<file path="src/rtl/uart_txd_pkg.sv">
// Shared types for the buffered serial transmitter.
package uart_txd_pkg;
    // Serializer operating states
    typedef enum logic [1:0] {
        SER_OFF   = 2'd0,
        SER_PRE   = 2'd1,
        SER_IDLE  = 2'd2,
        SER_FRAME = 2'd3
    } ser_state_t;
endpackage

</file>
<file path="src/rtl/txd_serializer.sv">
// Serializer: sends the idle preamble after enable, then frames of
// start bit, data (LSB first) and stop bit, one bit per baud tick.
// Assumes load is raised only while idle or on the cycle a segment ends.
module txd_serializer
    import uart_txd_pkg::*;
#(
    parameter int DATA_BITS = 8
) (
    input  logic                 clk,
    input  logic                 rst_n,
    input  logic                 enable,
    input  logic                 tick,
    input  logic                 load,
    input  logic [DATA_BITS-1:0] load_byte,
    output logic                 is_idle,
    output logic                 seg_end,
    output logic                 line
);
    localparam int FRAME_BITS = DATA_BITS + 2;
    localparam int CNT_W      = $clog2(FRAME_BITS);
    localparam logic [CNT_W-1:0] LAST = CNT_W'(FRAME_BITS - 1);

    ser_state_t               state;
    logic [CNT_W-1:0]         cnt;
    logic [FRAME_BITS-1:0]    shreg;

    // Segment end: last bit period of preamble or frame closes on a tick
    always_comb begin
        seg_end = enable && tick && (cnt == LAST) &&
                  (state == SER_PRE || state == SER_FRAME);
        is_idle = (state == SER_IDLE);
        line    = shreg[0];
    end

    // State, bit counter and shift register sequencing
    always_ff @(posedge clk) begin
        if (!rst_n || !enable) begin
            state <= SER_OFF;
            cnt   <= '0;
            shreg <= '1;
        end else if (load) begin
            state <= SER_FRAME;
            cnt   <= '0;
            shreg <= {1'b1, load_byte, 1'b0};
        end else begin
            case (state)
                SER_OFF: begin
                    state <= SER_PRE;
                    cnt   <= '0;
                end
                SER_PRE, SER_FRAME: begin
                    if (tick) begin
                        if (cnt == LAST) begin
                            state <= SER_IDLE;
                            cnt   <= '0;
                            shreg <= '1;
                        end else begin
                            cnt   <= cnt + 1'b1;
                            shreg <= {1'b1, shreg[FRAME_BITS-1:1]};
                        end
                    end
                end
                default: ;
            endcase
        end
    end

    // a loaded frame opens with a low start bit
    a_r3_start_low: assert property (@(posedge clk) disable iff (!rst_n)
        (load && enable) |=> !line);
    // line holds high across the preamble
    a_r2_preamble_high: assert property (@(posedge clk) disable iff (!rst_n)
        (state == SER_PRE) |-> line);
    // disabling returns the line high
    a_r11_off_high: assert property (@(posedge clk) disable iff (!rst_n)
        !enable |=> line);
endmodule

</file>
<file path="src/rtl/txd_hold.sv">
// Holding register: takes bus writes, forwards a byte to the serializer
// when it can load, and bypasses itself when empty and the line is free.
// Assumes wr is already qualified by the transmitter enable.
module txd_hold #(
    parameter int DATA_BITS = 8
) (
    input  logic                 clk,
    input  logic                 rst_n,
    input  logic                 enable,
    input  logic                 wr,
    input  logic [DATA_BITS-1:0] wr_byte,
    input  logic                 can_load,
    output logic                 empty,
    output logic                 load,
    output logic [DATA_BITS-1:0] load_byte
);
    logic                 full;
    logic [DATA_BITS-1:0] held;
    logic                 bypass;
    logic                 take;
    logic                 store;

    // Choose between the held byte and a direct write
    always_comb begin
        take      = can_load && full;
        bypass    = can_load && !full && wr;
        store     = wr && !bypass;
        load      = take || bypass;
        load_byte = full ? held : wr_byte;
        empty     = !full;
    end

    // Holding register occupancy and content
    always_ff @(posedge clk) begin
        if (!rst_n || !enable) begin
            full <= 1'b0;
            held <= '0;
        end else if (store) begin
            full <= 1'b1;
            held <= wr_byte;
        end else if (take) begin
            full <= 1'b0;
        end
    end

    // a write that cannot go straight out clears the empty flag
    a_r5_write_fills: assert property (@(posedge clk) disable iff (!rst_n)
        (enable && wr && !(can_load && !full)) |=> !empty);
    // a bypassing write keeps the empty flag set
    a_r4_bypass_empty: assert property (@(posedge clk) disable iff (!rst_n)
        (enable && wr && can_load && !full) |=> empty);
endmodule

</file>
<file path="src/rtl/txd_done.sv">
// Done flag with armed tracking: a status read arms, a following data
// write clears the flag; a direct clear also works; a set wins.
module txd_done (
    input  logic clk,
    input  logic rst_n,
    input  logic set,
    input  logic clr_zero,
    input  logic rd,
    input  logic wr_acc,
    output logic done
);
    logic armed;

    // Arm on status read, disarm on accepted data write
    always_ff @(posedge clk) begin
        if (!rst_n)      armed <= 1'b0;
        else if (rd)     armed <= 1'b1;
        else if (wr_acc) armed <= 1'b0;
    end

    // Done flag set and clear priorities
    always_ff @(posedge clk) begin
        if (!rst_n)                 done <= 1'b0;
        else if (set)               done <= 1'b1;
        else if (clr_zero)          done <= 1'b0;
        else if (wr_acc && armed)   done <= 1'b0;
    end

    // a set shows on the next cycle
    a_r7_set_seen: assert property (@(posedge clk) disable iff (!rst_n)
        set |=> done);
    // a write without an earlier read leaves the flag alone
    a_r8_unarmed_keep: assert property (@(posedge clk) disable iff (!rst_n)
        (wr_acc && !armed && !set && !clr_zero) |=> (done == $past(done)));
    // direct clear takes effect unless a set coincides
    a_r9_direct_clear: assert property (@(posedge clk) disable iff (!rst_n)
        (clr_zero && !set) |=> !done);
endmodule

</file>
<file path="src/rtl/uart_txd_top.sv">
// Buffered serial transmitter top: ties the holding register, the
// serializer and the done flag together and forms the interrupt requests.
// Assumes baud_tick is a single-cycle pulse once per bit period.
module uart_txd_top #(
    parameter int DATA_BITS = 8
) (
    input  logic                 clk,
    input  logic                 rst_n,
    input  logic                 baud_tick,
    input  logic                 tx_enable,
    input  logic                 wr_data,
    input  logic [DATA_BITS-1:0] wr_byte,
    input  logic                 rd_status,
    input  logic                 tc_clear,
    input  logic                 ie_empty,
    input  logic                 ie_done,
    output logic                 tx_line,
    output logic                 flag_empty,
    output logic                 flag_done,
    output logic                 irq_empty,
    output logic                 irq_done
);
    logic                 wr_acc;
    logic                 can_load;
    logic                 load;
    logic [DATA_BITS-1:0] load_byte;
    logic                 ser_idle;
    logic                 ser_end;
    logic                 set_done;

    // Glue: write qualification, load window, done-flag set, interrupts
    always_comb begin
        wr_acc    = wr_data && tx_enable;
        can_load  = ser_idle || ser_end;
        set_done  = ser_end && !load;
        irq_empty = flag_empty && ie_empty;
        irq_done  = flag_done && ie_done;
    end

    txd_hold #(.DATA_BITS(DATA_BITS)) u_hold (
        .clk      (clk),
        .rst_n    (rst_n),
        .enable   (tx_enable),
        .wr       (wr_acc),
        .wr_byte  (wr_byte),
        .can_load (can_load),
        .empty    (flag_empty),
        .load     (load),
        .load_byte(load_byte)
    );

    txd_serializer #(.DATA_BITS(DATA_BITS)) u_ser (
        .clk      (clk),
        .rst_n    (rst_n),
        .enable   (tx_enable),
        .tick     (baud_tick),
        .load     (load),
        .load_byte(load_byte),
        .is_idle  (ser_idle),
        .seg_end  (ser_end),
        .line     (tx_line)
    );

    txd_done u_done (
        .clk     (clk),
        .rst_n   (rst_n),
        .set     (set_done),
        .clr_zero(tc_clear),
        .rd      (rd_status),
        .wr_acc  (wr_acc),
        .done    (flag_done)
    );

    // done rises only where a segment ended
    a_r7_rise_at_end: assert property (@(posedge clk) disable iff (!rst_n)
        $rose(flag_done) |-> $past(ser_end));
    // empty flag rises only on a transfer or a disable
    a_r5_empty_rise: assert property (@(posedge clk) disable iff (!rst_n)
        $rose(flag_empty) |-> $past((can_load && !flag_empty) || !tx_enable));
    // writes while disabled leave the holding register empty
    a_r11_ignore_writes: assert property (@(posedge clk) disable iff (!rst_n)
        (!tx_enable && wr_data) |=> flag_empty);
endmodule

</file>
<file path="config.mk">
export PLATFORM = sky130hd
export DESIGN_NAME = uart_txd_top
export DESIGN_NICKNAME = d
export VERILOG_FILES = /design/src/rtl/uart_txd_pkg.sv /design/src/rtl/txd_serializer.sv /design/src/rtl/txd_hold.sv /design/src/rtl/txd_done.sv /design/src/rtl/uart_txd_top.sv
export SDC_FILE = /design/constraint.sdc
export NUM_CORES = 1
export LEC_CHECK = 0
export ABC_AREA = 1
export BUFFER_PORTS_ARGS = -buffer_cell sky130_fd_sc_hd__buf_2
export CAP_MARGIN = 30
export CORE_UTILIZATION = 55
export DETAILED_ROUTE_END_ITERATION = 8
export HOLD_SLACK_MARGIN = 0.15
export PLACE_DENSITY = 0.78
export RECOVER_POWER = 100
export SYNTH_ARGS = -nofsm -noshare
export SYNTH_HDL_FRONTEND = slang
export SYNTH_HIERARCHICAL = 1
export SYNTH_SLANG_ARGS = --single-unit
</file>
<file path="constraint.sdc">
create_clock -name clk -period 4.9 [get_ports clk]
set_clock_uncertainty 0.2 [all_clocks]
set_input_delay 0.49 -clock clk [delete_from_list [all_inputs] [get_ports clk]]
set_output_delay 0.49 -clock clk [all_outputs]
set_load 0.05 [all_outputs]
</file>
**Word-level counts from Yosys, hierarchy flattened**

Index checks and enable logic that the tools add are counted.
Widths: inputs -> output; s select.

- Bits in registers: 27
- Bits of input ports: 17
- Word-level logic and storage cells: 70

- $add $sub $neg: 1
- Equal/unequal tests: 7
- Muxes and demuxes: 19
- Reduce and logical (&&, ||, !) cells: 35

Operators with widths:

| operator | number |
|---|---|
| $mux 9 | 4 |
| $logic_and 1x1->1 | 12 |
| $reduce_bool 2->1 | 5 |
| $mux 4 | 2 |
| $mux 8 | 1 |
| $pmux 4 s2 | 1 |
| $mux 1 | 7 |
| $mux 2 | 3 |
| $reduce_and 2->1 | 3 |
| $reduce_bool 3->1 | 2 |
| $logic_not 1->1 | 5 |
| $add 4x1->4 const B | 1 |
| $eq 2x2->1 const B | 2 |
| $eq 4x4->1 const B | 1 |
| $logic_or 1x1->1 | 4 |
| $pmux 2 s2 | 1 |
| $reduce_or 2->1 | 2 |
| $ne 3x2->1 const B | 1 |
| $ne 3x3->1 const B | 1 |
| $reduce_and 3->1 | 1 |
| $eq 2x1->1 const B | 1 |
| $logic_not 2->1 | 1 |
| $ne 2x2->1 const B | 1 |

**Depth between registers and ports, before layout**

Gate-level depths: netlist (run 1).

- Word-level depth: 10
- Gate-level depth with buffers: 16

**Modules after synthesis**

The synthesis (run 1) kept the hierarchy.

Modules (own cells, without submodules):

| module | instances | cells an instance | area an instance (µm²) | seq. area each (µm²) |
|---|---|---|---|---|
| txd_serializer | 1 | 107 | 739.5 | 300.3 |
| txd_hold | 1 | 80 | 520.5 | 180.2 |
| txd_done | 1 | 11 | 86.3 | 40.0 |
| uart_txd_top | 1 | 10 | 40.0 | 0.0 |

**Least setup slack after synthesis (run 1)**

No wires, ideal clock.

- Path kind: flip-flop to flip-flop
- Start point: register u_ser.cnt[2]
- End point: register u_ser.shreg[1]
- Arrival time: 1.908 ns
- Required time: 4.576 ns
- Slack: 2.669 ns
- Stages on the path, launching flop included: 15
- Buffers on the path: 1
- Clock period less this slack: 2.231 ns
- Path through: dfxtp_1 -> inv_1 -> nand2_1 -> nor2_1 -> nand2_1 -> nor2_1 -> inv_1 -> nand2_1 -> inv_1 -> nor2_1 -> inv_1 -> clkbuf_8 -> o21ai_0 -> o21bai_1 -> nand3_1

- Word-level cells in the longest chain between the ends: 9
- Elaborated cells between the ends (all ways): 15
- Classes of those cells: 1 x eq/ne; 4 x mux; 10 x reduce/logical

RTL lines:

| what | line | RTL |
|---|---|---|
| from (decl) | txd_serializer.sv:24 | `logic [CNT_W-1:0] cnt;` |
| from (signal assigned) | txd_serializer.sv:58 | `cnt <= cnt + 1'b1;` |
| $eq 4x4->1 (*) | txd_serializer.sv:29 | `seg_end = enable && tick && (cnt == LAST) &&` |
| $logic_and 1x1->1 (*) (2 in series) | txd_serializer.sv:29 |  |
| net ser_end | uart_txd_top.sv:28 | `logic ser_end;` |
| $logic_or 1x1->1 (*) | uart_txd_top.sv:34 | `can_load = ser_idle \|\| ser_end;` |
| net can_load | uart_txd_top.sv:24 | `logic can_load;` |
| $logic_and 1x1->1 (2 in series) | txd_hold.sv:26 | `bypass = can_load && !full && wr;` |
| $logic_or 1x1->1 (*) | txd_hold.sv:28 | `load = take \|\| bypass;` |
| net load | uart_txd_top.sv:25 | `logic load;` |
| $reduce_bool 2->1 (no source line) | -- |  |
| $reduce_and 2->1 (no source line) | -- |  |
| to (signal assigned) | txd_serializer.sv:44 | `shreg <= {1'b1, load_byte, 1'b0};` |
| to (signal assigned) | txd_serializer.sv:59 | `shreg <= {1'b1, shreg[FRAME_BITS-1:1]};` |
| to (decl) | txd_serializer.sv:25 | `logic [FRAME_BITS-1:0] shreg;` |

The timed path passes the listed nets; every way through them passes the cells marked *. The select of a mux whose other input is x is not followed.
A chain may end at the register's enable or synchronous reset.

**Worst setup path after layout (run 1)**

- Start point: register u_ser.cnt[2]
- End point: register u_ser.shreg[4]

The elaborated chain is that of the path after synthesis.

==> results of run 1 <==
## kinds of logic (layout without fill, tap and decap cells)
family,count (synthesis),after routing,synth area share [%]
simple gates,103,103,32.58
flops,26,26,37.55
compound gates,39,39,15.43
buf+inv,40,58,14.44
## layout by cell type (no fill, tap or decap)
| master | count |
|---|---|
| a21oi_1 | 16 |
| a21oi_2 | 1 |
| a31oi_1 | 1 |
| buf_2 | 15 |
| clkbuf_1 | 6 |
| clkbuf_4 | 3 |
| clkbuf_8 | 1 |
| clkinv_1 | 1 |
| clkinvlp_2 | 1 |
| dfxtp_1 | 26 |
| inv_1 | 30 |
| inv_6 | 1 |
| nand2_1 | 48 |
| nand2_2 | 1 |
| nand3_1 | 20 |
| nand3_2 | 2 |
| nand4_1 | 2 |
| nor2_1 | 28 |
| nor2_2 | 2 |
| o21ai_0 | 18 |
| o21ai_1 | 1 |
| o21ai_4 | 1 |
| o21bai_1 | 1 |
## flip-flops by register name, indices dropped and copies added, names as in the netlist
register / cells
u_ser/shreg: 9
u_hold/held: 8
u_ser/cnt: 4
u_ser/state: 2
u_done/armed: 1
u_done/done: 1
u_hold/full: 1
## area by class of cell
cell class | count | area [µm²]
Tap cell | 28 | 35.03
Inverter | 33 | 130.1
Multi-Input combinational cell | 142 | 650.6
Timing Repair Buffer | 21 | 97.59
Clock buffer | 4 | 36.28
Fill cell | 210 | 827.0
Sequential cell | 26 | 520.5
## worst reg2reg max path: cells and delay by family, from the launching register on
| family | cells | cell delay (ns) |
|---|---|---|
| simple gates | 9 | 1.40 |
| buf+inv | 5 | 0.88 |
| flops | 1 | 0.36 |
| compound gates | 1 | 0.12 |
## worst paths after layout
| path | to | start | cells past startpoint |
|---|---|---|---|
| setup reg to reg | u_ser/shreg[4] | u_ser/cnt[2] | 15 |
| setup / recovery | u_ser/shreg[4] | u_ser/cnt[2] | 15 |
| hold / removal | u_done/armed | rd_status | 3 |
| hold reg to reg | u_ser/shreg[1] | u_ser/shreg[1] | 2 |
## power by group through the flow
stage	clock (µW)	sequential [µW]	combinational, µW
after detailed placement	0	226	43.8
final	109	221	43.5
after global placement	0	226	42.3
after floorplan	0	224	33.4
after CTS	112	221	44.0
after global routing	119	222	49.3
## layer usage
| metal | part of all wire, % | track usage, % | up-vias |
|---|---|---|---|
| met5 | 0 | 0 | - |
| met2 | 46 | 38.25 | 30 |
| met1 | 48 | 30.34 | 591 |
| met4 | 1.6 | 9.649 | 0 |
| li1 | - | - | 690 |
| met3 | 4.1 | 3.478 | 6 |
## through the flow
| step | utilization (%) | cells | power (µW) | hold WS (ns) | setup slack (ns) |
|---|---|---|---|---|---|
| final | 64.00 | 254 | 374.1 | 0.1577 | 1.881 |
| after global routing | 64.00 | 254 | 391.2 | 0.1580 | 1.502 |
| after CTS | 65.03 | 254 | 377.6 | 0.1514 | 2.334 |
| after detailed placement | 63.45 | 250 | 269.8 | 0.2552 | 2.372 |
| after global placement | 63.45 | 250 | 268.0 | 0.2492 | 2.457 |
| after floorplan | - | 208 | 257.9 | 0.2293 | 2.669 |
==> impl_metrics.ini, run 1 <==
[timing]
grt_setup_unrepaired = false
hold_viol_final = 0
clock.fmax_mhz = 331.2
slew_violations = 0
final.setup.tns_ns = 0
relSlewSlack_pct = 58.87
fin_crit_sh_pct = 61.62
setup_viol = 0
final.min_clock_period_ns = 3.019
worst_slew_pin_slew_ns = 0.6161

[yosys]
synth_top_area_share_pct = 37.55
seq_area_frac_synth_pct = 37.55
synth_area_per_cell_um2 = 6.665
yosys.area.top_type = dfxtp_1
ys.flop_type = dfxtp_1
syn_inst = 208
syn_area_mm2 = 0.001386
synth_edf_count = 0
synth_common_cells = 46 x nand2_1, 30 x inv_1, 28 x nor2_1
syn-num-nets = 225
yosysUniqueCellTypes = 25
synth_seq_cells = 26
synth.most_common_cell = nand2_1
synth.top_cells.by_area = dfxtp_1 38%, nand2_1 12%, inv_1 8.1%
async_flop_share_pct = 0
yosys_warnings = 6

[setup_path]
end_kind = register
cp_max_fo = 15
max_stage_delay_ns = 0.42
criticalPathCategory = register to register
slowest_stage = clkinvlp_2
startpoint_type = register
required_ns = 4.96
reg2reg_slack_ns = 1.88
cp.buffers_inverters = 5
crit_family = simple AND/OR/NAND/NOR gates
crit_path_cell_trace = inv_1 > nand2_1 > nor2_1 > nand2_1 > nor2_1 > inv_1 > nand2_1 > inv_1 > nor2_1 > inv_1 > nand2_1 > clkinvlp_2 > nor2_1 > o21ai_0 > nand3_1
arrival_ns = 3.08

[floorplanning]
ios = 22
die-area_mm2 = 0.002725
core_mm2 = 0.002297
dieWidth_um = 52.21
die_height_um = 52.21
start_util_pct = 60.35
rows = 17

[final_layout]
post-route-cell-area_mm2 = 0.001470
nets = 244
drive_gt1_share_pct = 12.39
diodes = 0
area_growth_pct = 6.047

[routing]
via_per_inst = 5.185
ant_nets = 0
vias = 1317
first_pass_iters = 4
wl_um = 2773
wl_per_cell_um = 10.92
drc = 0
first_iter_violations = 41

[grt]
grt.total_usage_pct = 23.29
first_global_vias = 1127
grt_pass1_wl_um = 4726
grt_max_degree = 21
overflow = 0
antenna_found_initial = 0

[power_and_ir_drop]
p_int_uw = 277.9
switching_share_pct = 25.70
irDropWorstVdd_uv = 230.7
powerDensity_mw_per_mm2 = 254.5
total_leakage_power_uw = 0.0006883
power_frac_clock_pct = 29.2
p_comb_share_pct = 11.6
seqPwrFrac_pct = 59.2
power_switching_uw = 96.14

[job]
drv_cap = 0

[clocking]
numClockSinks = 26
clk_pin_slew_ns = 0.14
cts_inserted_buffers = 3
cts_tree = done
post_cts_buffers = 0
clockRootBuffer = clkbuf_4
cts_resized = 0
clkLatencyLatePin_ns = 0.32
holdBufCountCts = 0
clk_path_buf_depth = 2
ctsHtreeMaxLevel = 1

[placement]
placed_area_mm2 = 0.001458
portBuffers = 21
dp_hpwl_um = 2061
gp_congestion = 0.7874

[outcome]
status = complete, no violations

[hold_path]
hold_class = input pin to register
Note: power is estimated with default switching activity, not from simulation.
==> inputs of run 2 (changes only) <==
--- a/config.mk
+++ b/config.mk
@@ -8,10 +8,10 @@
 export ABC_AREA = 1
 export BUFFER_PORTS_ARGS = -buffer_cell sky130_fd_sc_hd__buf_2
 export CAP_MARGIN = 30
-export CORE_UTILIZATION = 55
+export CORE_UTILIZATION = 50
 export DETAILED_ROUTE_END_ITERATION = 8
 export HOLD_SLACK_MARGIN = 0.15
-export PLACE_DENSITY = 0.78
+export PLACE_DENSITY = 0.75
 export RECOVER_POWER = 100
 export SYNTH_ARGS = -nofsm -noshare
 export SYNTH_HDL_FRONTEND = slang
==> constraint.sdc (replaced) <==
create_clock -name clk -period 2.7 [get_ports clk]
set_clock_uncertainty 0.2 [all_clocks]
set_input_delay 0.27 -clock clk [delete_from_list [all_inputs] [get_ports clk]]
set_output_delay 0.27 -clock clk [all_outputs]
set_load 0.05 [all_outputs]
==> run 2 against run 1 <==
  * Sequential power rose by 81%
  * Utilization rose by 1.4 points
  * Maximum frequency rose by 28%
  * Setup slack got worse by 1.5 ns
  * Flip-flop and latch count did not move
  * Critical path depth fell by 2
  * Critical endpoint is now u_done/done
  * Critical path type unchanged
  * Clock power rose by 72%
==> impl_metrics.ini, run 2 (synthesis gave the netlist of run 1 again) <==
[outcome]
status = complete, no violations

[final_layout]
post-route-cell-area_mm2 = 0.001664
area_growth_pct = 20.04
seq_area_um2 = 520.5
final_common_cell = nand2_1
diodes = 0
stdcell_count = 276
layout_common_cells = 48 x nand2_1, 31 x inv_1, 28 x nor2_1
top_regs = u_ser/shreg: 9 flops, u_hold/held: 8 flops, u_ser/cnt: 4 flops
largest_register = u_ser/shreg
fillers = 256
largest_reg_flops = 9
drive_gt1_share_pct = 13.01
multi_input_area_um2 = 650.6
nets = 264

[floorplanning]
ios = 22
start_util_pct = 54.47
rows = 18
die_height_um = 54.66
core_mm2 = 0.002545
die-area_mm2 = 0.002987
dieWidth_um = 54.66

[setup_path]
criticalPathCategory = register to register
end_kind = register
arrival_ns = 2.39
crit_path_cell_trace = nand2_1 > nor2_2 > nand2_1 > nor2_1 > inv_1 > nand2_1 > inv_1 > nor2_1 > buf_4 > nor2_1 > inv_1 > a21oi_2 > dlygate4sd3_1
slowest_stage = dlygate4sd3_1
startpoint_type = register
max_stage_delay_ns = 0.54
cp_max_fo = 5
required_ns = 2.72

[routing]
via_per_inst = 4.837
ant_nets = 0
wl_um = 2783
first_iter_violations = 19
wl_per_cell_um = 10.08
drc = 0
first_pass_iters = 4
vias = 1335

[hold_path]
hold_class = register to register

[power_and_ir_drop]
irDropWorstVdd_uv = 491.3
switching_share_pct = 24.16
p_comb_share_pct = 14.6
power_switching_uw = 166.0
powerDensity_mw_per_mm2 = 412.8
seqPwrFrac_pct = 58.1
p_int_uw = 521.0
total_leakage_power_uw = 0.0007860
power_frac_clock_pct = 27.3

[grt]
antenna_found_initial = 0
grt_max_degree = 20
overflow = 0
grt_pass1_wl_um = 4505
grt.total_usage_pct = 21.03
first_global_vias = 1128

[clocking]
ctsHtreeMaxLevel = 1
clk_path_buf_depth = 2
cts_inserted_buffers = 3
post_cts_buffers = 0
clk_pin_slew_ns = 0.14
clkLatencyLatePin_ns = 0.31
numClockSinks = 26
cts_tree = done
clockRootBuffer = clkbuf_4

[timing]
holdWs_ns = 0.2855
final.setup.tns_ns = 0
setup_viol = 0
fin_crit_sh_pct = 87.60
slew_violations = 0
worst_slew_pin_slew_ns = 0.5922
hold_viol_final = 0
relSlewSlack_pct = 60.69
clock.fmax_mhz = 422.8
grt_setup_unrepaired = false
final.min_clock_period_ns = 2.365

[placement]
placed_area_mm2 = 0.001483
dp_hpwl_um = 1883
gp_congestion = 0.7903
dp_cells = 255
portBuffers = 21

[job]
drv_cap = 0
[run 2: cell count changes in the layout (fill, tap and decap cells not counted)]
cell / previous run / this run
clkbuf_1: 6 / 4
inv_1: 30 / 31
dlygate4sd3_1: 0 / 17
o21ai_1: 1 / 0
buf_4: 0 / 2
o21ai_0: 18 / 19
clkinvlp_2: 1 / 0
buf_2: 15 / 17
clkbuf_2: 0 / 1
[run 2: timing repair]
action	in CTS	in global routing
endpoints found under the hold margin	13	0
gates resized for setup	0	1
hold buffers	17	0
endpoints found under the setup margin	0	1
[run 2: metal layers]
metal / up-vias / part of all wire (%) / GRT usage (%)
met5: - / 0 / 0
met4: 0 / 0.54 / 4.701
met3: 2 / 4.1 / 5.556
met2: 23 / 48 / 35.94
met1: 580 / 48 / 26.01
li1: 730 / - / -
[run 2: cell type report]
| class | count | share of cell area [%] |
|---|---|---|
| multi-input combinational | 142 | 39.10 |
| sequential | 26 | 31.28 |
| timing repair buffer | 41 | 17.44 |
| inverter | 33 | 7.744 |
| tap | 30 | 2.256 |
| clock buffer | 4 | 2.180 |
[run 2: power groups by stage]
stage | clock [µW] | sequential, µW | combinational (µW)
after global placement | 0 | 407 | 82.7
after CTS | 202 | 399 | 101
after detailed placement | 0 | 407 | 83.2
after floorplan | 0 | 407 | 60.7
after global routing | 216 | 400 | 114
final | 187 | 399 | 100
[run 2: worst max-delay path: cells and delay by family, from the launching register on]
kind                   cells  cell delay, ns
AOI/OAI and AO/OA          1            0.05
DFF                        1            0.42
and+or+nand+nor            7            0.75
buffers and inverters      5            0.86
[run 2: worst paths after layout]
check | depth (start not counted) | from | end | slack, ns
max | 13 | u_ser/cnt[3] | u_done/done | 0.33
min | 2 | u_ser/shreg[4] | u_ser/shreg[4] | 0.29
max reg2reg | 13 | u_ser/cnt[3] | u_done/done | 0.33
min reg2reg | 2 | u_ser/shreg[4] | u_ser/shreg[4] | 0.29
[run 2: per-stage QoR]
stage | setup slack, ns | power (µW) | utilization (%)
after detailed placement | 0.4641 | 490.6 | 58.26
final | 0.3348 | 686.9 | 65.39
after global placement | 0.5271 | 490.1 | 58.26
after global routing | 0.07162 | 730.4 | 65.39
after CTS | 0.2316 | 702.4 | 66.37
after floorplan | 0.4688 | 468.0 | -
